### config.mk
export PLATFORM = sky130hd
export DESIGN_NAME = cma_arb_top
export DESIGN_NICKNAME = d
export VERILOG_FILES = /design/src/rtl/cma_pkg.sv /design/src/rtl/cma_class_pick.sv /design/src/rtl/cma_seq_ctrl.sv /design/src/rtl/cma_arb_top.sv
export SDC_FILE = /design/constraint.sdc
export NUM_CORES = 1
export LEC_CHECK = 0
export ABC_AREA = 1
export BUFFER_PORTS_ARGS = -buffer_cell sky130_fd_sc_hd__buf_2
export CAP_MARGIN = 20
export CORE_ASPECT_RATIO = 1.1
export CORE_MARGIN = 4
export CORE_UTILIZATION = 52
export DETAILED_ROUTE_END_ITERATION = 7
export GPL_ROUTABILITY_DRIVEN = 0
export GPL_TIMING_DRIVEN = 0
export PLACE_DENSITY = 0.86
export SYNTH_ARGS = -nofsm -noshare
export SYNTH_HDL_FRONTEND = slang
export SYNTH_SLANG_ARGS = --single-unit
### constraint.sdc
create_clock -name clk -period 3 [get_ports clk]
set_input_delay 0.3 -clock clk [delete_from_list [all_inputs] [get_ports clk]]
set_output_delay 0.3 -clock clk [all_outputs]
set_load 0.005 [all_outputs]
### src/rtl/cma_pkg.sv
package cma_pkg;
  localparam int NCLS = 3;
  typedef logic [1:0] cls_idx_t;
endpackage

### src/rtl/cma_class_pick.sv
module cma_class_pick #(
  parameter int QPC = 4,
  parameter int LW  = 5
) (
  input  logic              clk,
  input  logic              rst_n,
  input  logic [QPC-1:0]    req_i,
  input  logic [QPC*LW-1:0] blen_i,
  input  logic [QPC*LW-1:0] bbuf_i,
  input  logic [QPC-1:0]    hp_i,
  input  logic              wait_full_i,
  input  logic              take_i,
  output logic              any_o,
  output logic [QPC-1:0]    sel_o
);
  localparam int PW = (QPC > 1) ? $clog2(QPC) : 1;

  logic [QPC-1:0] elig, hp_elig, rr_elig, hp_sel, rr_sel;
  logic [PW-1:0]  ptr_q, ptr_d;
  logic           ptr_en;

  // per-queue eligibility with optional full-burst gating
  for (genvar q = 0; q < QPC; q++) begin : g_elig
    assign elig[q] = req_i[q] &
                     (~wait_full_i | (bbuf_i[q*LW +: LW] >= blen_i[q*LW +: LW]));
  end

  assign hp_elig = elig & hp_i;
  assign rr_elig = elig & ~hp_i;
  assign hp_sel  = hp_elig & (~hp_elig + 1'b1);

  // rotating search starting after the last granted queue
  always_comb begin
    int  idx;
    logic found;
    rr_sel = '0;
    found  = 1'b0;
    for (int k = 1; k <= QPC; k++) begin
      idx = int'(ptr_q) + k;
      if (idx >= QPC) idx = idx - QPC;
      if (!found && rr_elig[idx]) begin
        rr_sel[idx] = 1'b1;
        found       = 1'b1;
      end
    end
  end

  assign any_o = |elig;
  assign sel_o = (|hp_elig) ? hp_sel : rr_sel;

  assign ptr_en = take_i & any_o;

  always_comb begin
    ptr_d = ptr_q;
    for (int q = 0; q < QPC; q++) begin
      if (sel_o[q]) ptr_d = PW'(q);
    end
  end

  always_ff @(posedge clk or negedge rst_n) begin
    if (!rst_n)      ptr_q <= PW'(QPC - 1);
    else if (ptr_en) ptr_q <= ptr_d;
  end
endmodule

### src/rtl/cma_seq_ctrl.sv
module cma_seq_ctrl #(
  parameter int NQ = 12,
  parameter int CW = 3
) (
  input  logic          clk,
  input  logic          rst_n,
  input  logic [NQ-1:0] req_i,
  input  logic          done_i,
  input  logic [NQ-1:0] win_i,
  input  logic [CW-1:0] win_cnt_i,
  output logic [NQ-1:0] grant_o,
  output logic          open_o
);
  logic [NQ-1:0] grant_q, grant_d;
  logic [CW-1:0] rem_q, rem_d;
  logic          holder_req, idle, en;

  assign idle       = (grant_q == '0);
  assign holder_req = |(grant_q & req_i);
  assign open_o     = idle | (done_i & ((rem_q == '0) | ~holder_req));

  always_comb begin
    grant_d = grant_q;
    rem_d   = rem_q;
    if (open_o) begin
      grant_d = win_i;
      rem_d   = win_cnt_i;
    end else if (done_i) begin
      rem_d   = rem_q - 1'b1;
    end
  end

  assign en = open_o | done_i;

  always_ff @(posedge clk or negedge rst_n) begin
    if (!rst_n) begin
      grant_q <= '0;
      rem_q   <= '0;
    end else if (en) begin
      grant_q <= grant_d;
      rem_q   <= rem_d;
    end
  end

  assign grant_o = grant_q;
endmodule

### src/rtl/cma_arb_top.sv
module cma_arb_top
  import cma_pkg::*;
#(
  parameter int QPC = 4,
  parameter int LW  = 5,
  parameter int CW  = 3
) (
  input  logic                   clk,
  input  logic                   rst_n,
  input  logic [NCLS*QPC-1:0]    req_i,
  input  logic [NCLS*QPC*LW-1:0] burst_len_i,
  input  logic [NCLS*QPC*LW-1:0] beats_buf_i,
  input  logic [NCLS*QPC-1:0]    cfg_hp_i,
  input  logic [NCLS*CW-1:0]     cfg_xcnt_i,
  input  logic [NCLS-1:0]        cfg_wait_full_i,
  input  logic                   done_i,
  output logic [NCLS*QPC-1:0]    grant_o
);
  localparam int NQ = NCLS * QPC;

  logic [NCLS-1:0] cls_any, cls_win;
  logic [NQ-1:0]   cls_sel, win_vec;
  logic [CW-1:0]   win_cnt;
  cls_idx_t        win_cls;
  logic            open;

  for (genvar c = 0; c < NCLS; c++) begin : g_cls
    cma_class_pick #(.QPC(QPC), .LW(LW)) u_pick (
      .clk        (clk),
      .rst_n      (rst_n),
      .req_i      (req_i[c*QPC +: QPC]),
      .blen_i     (burst_len_i[c*QPC*LW +: QPC*LW]),
      .bbuf_i     (beats_buf_i[c*QPC*LW +: QPC*LW]),
      .hp_i       (cfg_hp_i[c*QPC +: QPC]),
      .wait_full_i(cfg_wait_full_i[c]),
      .take_i     (open & cls_win[c]),
      .any_o      (cls_any[c]),
      .sel_o      (cls_sel[c*QPC +: QPC])
    );
    assign win_vec[c*QPC +: QPC] = cls_sel[c*QPC +: QPC] & {QPC{cls_win[c]}};
  end

  // fixed class order: lower index first
  always_comb begin
    logic taken;
    cls_win = '0;
    win_cls = '0;
    taken   = 1'b0;
    for (int c = 0; c < NCLS; c++) begin
      if (!taken && cls_any[c]) begin
        cls_win[c] = 1'b1;
        win_cls    = cls_idx_t'(c);
        taken      = 1'b1;
      end
    end
  end

  assign win_cnt = cfg_xcnt_i[win_cls*CW +: CW];

  cma_seq_ctrl #(.NQ(NQ), .CW(CW)) u_seq (
    .clk      (clk),
    .rst_n    (rst_n),
    .req_i    (req_i),
    .done_i   (done_i),
    .win_i    (win_vec),
    .win_cnt_i(win_cnt),
    .grant_o  (grant_o),
    .open_o   (open)
  );
endmodule

# == Word level (Yosys, flattened, before mapping) ==
# Index checks and enable logic that the tools add are counted.
# word_totals
regBits,21
output_inout_bits,12
# op_classes
magnitude_cmp,48
n_mul,1
bitwise,66
mux,116
reduce_logical,52
n_shift,1
n_addsub,28
# op_table
op,n
"32-bit by 1-bit greater-or-equal comparator with 1-bit output, second input constant",12
"32-bit by 4-bit greater-or-equal comparator with 1-bit output, second input constant",12
"32-bit by 4-bit < comparator with 1-bit output, second input constant",12
32-bit two-way mux,12
"32-bit by 4-bit subtractor with 32-bit output, second input constant",12
5-bit greater-or-equal comparator,12
4-bit two-way mux,15
1-bit two-way mux,50
4-bit AND,12
4-bit OR,9
2-bit two-way mux,13
1-bit binary-select mux with 2-bit select,12
1-bit demux with 2-bit select,12
4-bit inverter,6
4-bit OR reduction,6
1-bit logical AND,23
1-bit AND,19
"2-bit by 2-bit adder with 3-bit output, second input constant",6
1-bit OR,15
"2-bit by 3-bit adder with 4-bit output, second input constant",3
"4-bit by 1-bit adder with 4-bit output, second input constant",3
12-bit AND,1
12-bit logical NOT,1
4-bit nonzero test,3
other kinds (11),31

# == Depth between registers and ports, before layout ==
# Gate-level depths: netlist of the first run.
# depth
depth_word,22
depth_mapped,21
depth_no_buf,21

# == Hierarchy ==
# Synthesis of the first run repeated with hierarchy kept, for this count alone.
# hier_totals
cells_unflattened,848
hier_area_um2,5058.6
# by_module_without_submodules
module,cells_each,instances,area_per_inst_um2
cma_class_pick,228,3,1328.8
cma_seq_ctrl,115,1,834.6
cma_arb_top,49,1,237.7

# == Worst setup path after synthesis of the first run ==
# No wires, ideal clock.
# synth_path
kind,register to register
startpoint,reg g_cls[2].u_pick.ptr_q[0]
endpoint,reg g_cls[2].u_pick.ptr_q[1]
required_ns,2.921
synth_period_minus_slack_ns,2.063
path_stages_with_launch,16
setup_time_ns,0.079
path_slack_ns,0.937
n_path_buf,0
arrival_time_ns,1.984
cell_sequence,dfstp_2 inv_1 ha_1 inv_1 nand2_2 nand2_4 nor2_8 nand3_1 nand3_2 nand2_1 nand2_2 nor2_2 nand2_2 nand2_2 nand2_1 nand2_1
# synth_via
elab_chain_len,20
# synth_rtl
item,line_no,text
from (decl),cma_class_pick.sv:19,"logic [PW-1:0] ptr_q, ptr_d;"
from (signal assigned),cma_class_pick.sv:61,if (!rst_n) ptr_q <= PW'(QPC - 1);
from (signal assigned),cma_class_pick.sv:62,else if (ptr_en) ptr_q <= ptr_d;
"parallel branches: the longest is 15 deep, another holds 32-bit by 4-bit subtractor with 32-bit output",-,
4-bit two-way mux *,cma_class_pick.sv:41,if (!found && rr_elig[idx]) begin
4-bit two-way mux *,cma_class_pick.sv:49,assign sel_o = (|hp_elig) ? hp_sel : rr_sel;
2-bit two-way mux (3 in a row),cma_class_pick.sv:56,if (sel_o[q]) ptr_d = PW'(q);
# Mark *: on every way between the ends. The select of a mux whose other input is x is not followed.
# A chain may end at the register's enable or synchronous reset.

# == Worst setup path in the final report of the first run ==
# layout_path
startpoint,reg g_cls[0].u_pick.ptr_q[0]
endpoint,reg g_cls[0].u_pick.ptr_q[0]
# layout_via
elab_chain_len,20
# layout_rtl
item,line_no
from (decl),cma_class_pick.sv:19
from (signal assigned),cma_class_pick.sv:61
from (signal assigned),cma_class_pick.sv:62
"parallel branches: the longest is 15 deep, another holds 32-bit by 4-bit subtractor with 32-bit output",-
4-bit two-way mux *,cma_class_pick.sv:41
4-bit two-way mux *,cma_class_pick.sv:49
2-bit two-way mux (3 in a row),cma_class_pick.sv:56
# Marked as above.

==> metrics.txt, run 1 <==
status complete, no violations; Clock transition at path regs 0.08 ns; hold_ws 0.332 ns; CTS Buffer Depth 2; initial antenna violation count 0; DR vias 5104; Post-Synthesis Cells 730; P&R area growth vs syn 23.0%; Die X-Extent 97.2 µm; fill cell count 791; Slew HR 54.3%; syn avg cell area 6.23 µm²; CP Capture Type flip-flop; cells along the critical path inv_1 > ha_1 > inv_1 > nand2_1 > nand2_2 > nor2_2 > nand3_1 > nand3_1 > nand2_1 > nand2_1 > nand2_1 > nand3_1 > nand2_1 > nand2_1; vias per cell 5.02; critical path type reg -> reg; Pleak 3.58 nW; first-pass GRT wire length 20700 µm; peak supply drop 332 µV; I/O pins 171; layout cells sized above 1 27.6%; Die H 106 µm; Mapped Nets 974; cell area after layout 0.00560 mm²; Worst Skew 0.00460 ns; drt drc 0; Clock Latency Late Sink 0.27 ns; wirelength, routed 12100 µm; final hold violation count 0; CP startpoint kind flip-flop; clock buffer count from CTS 3; Net count, final 1150; RSZ-0062 raised after global routing no; Max Clock Freq 412 MHz; Post-DP Area 0.00554 mm²; Die Footprint 0.0103 mm²; Crit path top cell by count nand2_1; Port-buffer cells 170; Min-Delay Startpoint cfg_xcnt_i[7]; DP HPWL 10700 µm; Seq cells post-synth 21; max_cap viols 0; Worst path slowest cell dfstp_2; row count 35; number of nets with antenna violations after routing 0; vias in the first global route 4877; CP required 3.22 ns; H-Tree Depth 1; CP Launch Point g_cls[0].u_pick.ptr_q[0]; ANT cells 0; Routed wire per std cell 12.0 µm; Final Critical Period 2.43 ns; CP Max Fanout 10; setup bufs post-CTS 0; Root Driver clkbuf_8; Seq/Total Area, Yosys 11.7%; fin crit share 81.0%; all-layer global routing usage 23.7%; GR Overflow Total 0; CP arrival 2.65 ns; total chip power 2.74 mW; setup TNS 0 ns; Final setup viols 0; starting density of the core 53.8%; core area 0.00845 mm²; largest net degree at the start of global routing 22; Syn Std Cell Area 0.00455 mm²; slew of the pin with the lowest slew margin 0.686 ns; ys flop type dfrtp_1; Post-synth ARST share 100%; CTS Sinks 21; CTS tree done; fin. max-slew vios 0; type of the tightest min-delay check in -> reg; YS warnings 0; Yosys cell types 38; EDFF count, synth 0; number of DRC markers in iteration 0 248; PwrDens 490 mW/mm²; DRT Pass-1 Iters 5; largest stage delay on the critical path 0.67 ns; R2R Path Start g_cls[0].u_pick.ptr_q[0]
-- placed cells by master (no fill, tap or decap), types with 2 or more instances in the layout --
cell type / synthesis / final
nor2_2: 9 / 9
nand3_1: 73 / 73
o21ai_0: 6 / 6
clkbuf_8: 0 / 3
nor2_4: 2 / 2
inv_1: 158 / 158
a21oi_1: 4 / 4
clkinv_1: 5 / 5
ha_1: 85 / 85
nand4_2: 3 / 3
o21ai_1: 3 / 3
a22o_1: 11 / 11
nand3_2: 8 / 8
nand2_2: 27 / 27
a221oi_1: 3 / 3
nor4_1: 3 / 3
nand2_1: 212 / 212
buf_2: 2 / 172
nor3_1: 2 / 2
nor2_8: 3 / 3
dfrtp_1: 15 / 15
nand4_1: 27 / 27
o211ai_1: 3 / 3
nand2_4: 5 / 5
a21oi_2: 2 / 2
nor2_1: 37 / 37
o21bai_1: 2 / 2
inv_2: 4 / 4
dfstp_2: 6 / 6
-- stage by stage --
step                utilization, %  setup slack [ns]  instances
global placement              65.5             0.657       1011
finish                        66.2             0.571       1016
CTS                           66.2             0.615       1016
detailed placement            65.5             0.625       1011
global route                  66.2             0.342       1016
floorplan                        -             0.937        730
-- flip-flops by register name, summed over array words and instances (netlist names) --
register and count:
g_cls.u_pick.ptr_q 6, u_seq.grant_o 12, u_seq.rem_q 3
-- Yosys cell counts (2+ instances only) --
library cell,n,area (µm²)
o21ai_1,3,15.0
nor2_4,2,22.5
nand2_4,5,56.3
o21bai_1,2,15.0
nand4_2,3,37.5
o21ai_0,6,30.0
a21oi_2,2,17.5
nand3_1,73,365
inv_2,4,15.0
nand3_2,8,80.1
nand4_1,27,169
dfstp_2,6,158
a21oi_1,4,20.0
nor2_2,9,56.3
buf_2,2,10.0
ha_1,85,1060
nor3_1,2,10.0
nand2_2,27,169
dfrtp_1,15,375
a22o_1,11,96.3
nor2_1,37,139
clkinv_1,5,18.8
nor4_1,3,18.8
o211ai_1,3,22.5
nand2_1,212,796
a221oi_1,3,26.3
inv_1,158,593
nor2_8,3,60.1
-- layer usage --
layer	routed length, µm	vias to the layer above	GRT usage, %
met2	5860	210	43.7
met4	383	0	7.52
met5	0	-	0
met3	911	38	3.67
li1	-	2667	-
met1	5000	2189	28.0
-- worst max-delay path, delay by kind of cell (launching register included) --
| family | cells | cell delay, ns |
|---|---|---|
| adder cells (fa/ha/maj) | 1 | 0.40 |
| buffers and inverters | 2 | 0.30 |
| flip-flops | 1 | 0.67 |
| AND/OR/NAND/NOR | 11 | 1.00 |
-- cell type report --
type | count | area [µm²] | area share [%]
buffer | 2 | 10.0 | 0.179
clock buffer | 3 | 41.3 | 0.738
clock inverter | 1 | 7.51 | 0.134
inverter | 167 | 627 | 11.2
multi-input combinational | 540 | 3380 | 60.4
sequential | 21 | 533 | 9.52
tap | 111 | 139 | 2.48
timing repair buffer | 171 | 861 | 15.4
-- power by group --
part / switching, mW / total, mW / internal (mW)
logic: 1.26 / 2.00 / 0.747
clock network: 0.102 / 0.196 / 0.0942
registers: 0.141 / 0.544 / 0.403
-- what timing repair did --
item | CTS | global route
hold buffers | 1 | 0
gates resized for setup | 0 | 0
hold endpoints to repair | 11 | 0
-- worst paths after layout --
check                                           endpoint  cells after the start  slack, ns
worst max-delay path            g_cls[0].u_pick.ptr_q[0]                     14       0.57
worst min-delay path                      u_seq.rem_q[1]                      3       0.33
worst max register to register  g_cls[0].u_pick.ptr_q[0]                     14       0.57
worst min register to register  g_cls[2].u_pick.ptr_q[1]                      2       0.53
max in group asynchronous       g_cls[1].u_pick.ptr_q[0]                      2       2.13
min in group asynchronous               u_seq.grant_o[1]                      2       0.52
-- cell families after synthesis --
kind of cell             synth area share, %
AO/OA/AOI/OAI                           6.02
buffers and inverters                   14.0
AND/OR/NAND/NOR                         44.9
flip-flops                              11.7
adder cells (fa/ha/maj)                 23.4
No activity file was read; power rests on OpenSTA's default activity.
==> run 2: changes to the inputs <==
--- a/config.mk
+++ b/config.mk
@@ -10,11 +10,11 @@
 export CAP_MARGIN = 20
 export CORE_ASPECT_RATIO = 1.1
 export CORE_MARGIN = 4
-export CORE_UTILIZATION = 52
+export CORE_UTILIZATION = 47
 export DETAILED_ROUTE_END_ITERATION = 7
 export GPL_ROUTABILITY_DRIVEN = 0
 export GPL_TIMING_DRIVEN = 0
-export PLACE_DENSITY = 0.86
+export PLACE_DENSITY = 0.82
 export SYNTH_ARGS = -nofsm -noshare
 export SYNTH_HDL_FRONTEND = slang
 export SYNTH_SLANG_ARGS = --single-unit
==> constraint.sdc (replaced) <==
create_clock -name clk -period 2 [get_ports clk]
set_input_delay 0.2 -clock clk [delete_from_list [all_inputs] [get_ports clk]]
set_output_delay 0.2 -clock clk [all_outputs]
set_load 0.005 [all_outputs]
==> run 2 against run 1 <==
Effect of this change:
- the flow now finishes with violations (setup timing)
- sequential share of layout area shrank 1.2 points
- non-clock buffer count grew 20
- critical path depth shrank 2
- cell count grew 2.6%
- sequential cell count is the same
- clock power grew 48%
- worst hold slack lost 0.085 ns
- utilization grew 2.0 points
- die area grew 9.8%
- critical endpoint unchanged
==> metrics.txt, run 2 (synthesized netlist as in run 1, its figures left out) <==
Worst Reg2Reg Path Length in Cells 12; first-pass GRT wire length 20300 µm; Root Driver clkbuf_8; Die H 111 µm; violated checks setup timing; Die Footprint 0.0113 mm²; I/O pins 171; Final Critical Period 2.19 ns; Max Clock Freq 458 MHz; Slew HR 68.3%; Worst Path Buf+Inv 2; row count 37; Worst Skew 0.00278 ns; CP startpoint kind flip-flop; commonest non-fill, non-tap cells in the layout 175 x nand2_1, 168 x buf_2, 140 x inv_1; cell family with most CP delay simple AND/OR/NAND/NOR gates; core area 0.00940 mm²; drt drc 0; fin. max-slew vios 0; DR vias 5278; max_cap viols 0; DRT Pass-1 Iters 5; cells along the critical path clkinv_4 > ha_4 > inv_2 > nand2_2 > nand2_4 > nor2_4 > nand3_2 > nand3_2 > nand2_2 > o21ai_0 > nand2_1 > nand2_1; largest stage delay on the critical path 0.59 ns; number of nets with antenna violations after routing 0; type of the tightest min-delay check in -> reg; CP arrival 2.40 ns; final non-filler cell total 1042; GR Overflow Total 0; ANT cells 0; layout cells sized above 1 42.3%; Worst path slowest cell dfstp_2; CTS Buffer Depth 2; Final WS setup -0.186 ns; slew of the pin with the lowest slew margin 0.476 ns; cell area after layout 0.00641 mm²; Clock Latency Late Sink 0.26 ns; Post-DP Area 0.00557 mm²; H-Tree Depth 1; CP Depth 12; most common cell after layout, fill and taps aside nand2_1; R2R Path Start g_cls[0].u_pick.ptr_q[0]; CP Capture Type flip-flop; Routed wire per std cell 13.1 µm; fin crit share 109%; critical path type reg -> reg; hold_ws 0.247 ns; CP Launch Point g_cls[0].u_pick.ptr_q[0]; wirelength, routed 13600 µm; RSZ-0062 raised after global routing yes; DP HPWL 10400 µm; CP required 2.21 ns; Pleak 3.82 nW; Clock transition at path regs 0.08 ns; Port-buffer cells 170; Die X-Extent 102 µm; final hold violation count 0; CTS tree done; largest net degree at the start of global routing 22; Net count, final 1170; peak supply drop 573 µV; status finished, violations left; starting density of the core 48.4%; clock buffer count from CTS 3; CP Max Fanout 7; Reg2Reg Capture Point g_cls[0].u_pick.ptr_q[0]; PwrDens 810 mW/mm²; crit path to g_cls[0].u_pick.ptr_q[0]; P&R area growth vs syn 41.0%; Cells after DPL 1017; vias in the first global route 4659; reg2reg setup slack -0.19 ns; number of DRC markers in iteration 0 282; CTS Sinks 21; all-layer global routing usage 21.4%; initial antenna violation count 0; Final setup viols 8; max FFs per register 12; vias per cell 5.07
## run 2: cell types whose count changed in the layout (fill, tap and decap cells not counted), sizes merged
cell / delta
buf: +20
inv: -1
clkinv: +1
## run 2: worst min-delay path, cell delays in order
cell	delay [ns]
buf_2	0.08
nor2_1	0.05
nand2_1	0.06
a32oi_1	0.08
## run 2: metrics by stage
step           setup TNS, ns  setup slack (ns)  power [mW]  utilization, %
6_report              -0.592            -0.186        5.20            68.2
5_1_grt                -1.93            -0.262        5.70            68.2
4_1_cts              -0.0130          -0.00749        4.46            61.7
3_5_place_dp           -3.28            -0.262        3.84            59.3
3_3_place_gp           -2.94            -0.238        3.79            59.3
2_1_floorplan              0            0.0204        3.07               -
## run 2: worst min path at each step
stage	startpoint	to	slack (ns)	cells past startpoint
2_1_floorplan	rst_n	u_seq.grant_o[0]	-0.1	0
3_3_place_gp	rst_n	u_seq.grant_o[11]	0.17	1
3_5_place_dp	rst_n	u_seq.grant_o[11]	0.18	1
4_1_cts	done_i	u_seq.rem_q[0]	0.25	4
5_1_grt	done_i	u_seq.rem_q[0]	0.27	4
6_report	done_i	u_seq.rem_q[0]	0.25	4
## run 2: report_power, final
part | leakage, nW | switching, mW | internal (mW)
registers | 0.256 | 0.148 | 0.602
logic | 3.54 | 2.52 | 1.64
clock network | 0.0255 | 0.151 | 0.139
## run 2: final cells by class
class	count	area (µm²)
buffer	2	15.0
clock buffer	3	41.3
clock inverter	1	5.00
fill	816	2990
inverter	167	644
multi-input combinational	540	3990
sequential	21	537
tap	117	146
timing repair buffer	191	1040
## run 2: per-layer routing
layer / vias up / track usage [%] / routed length, µm
met3: 22 / 3.65 / 1150
met4: 0 / 3.10 / 323
met5: - / 0 / 0
li1: 2720 / - / -
met2: 200 / 39.5 / 7030
met1: 2336 / 25.9 / 5130
## run 2: what timing repair did
item | CTS | global route
setup endpoints to repair | 20 | 21
pin swaps | 19 | 72
hold buffers | 1 | 0
setup buffers | 9 | 11
hold endpoints to repair | 15 | 0
resized for setup | 30 | 120
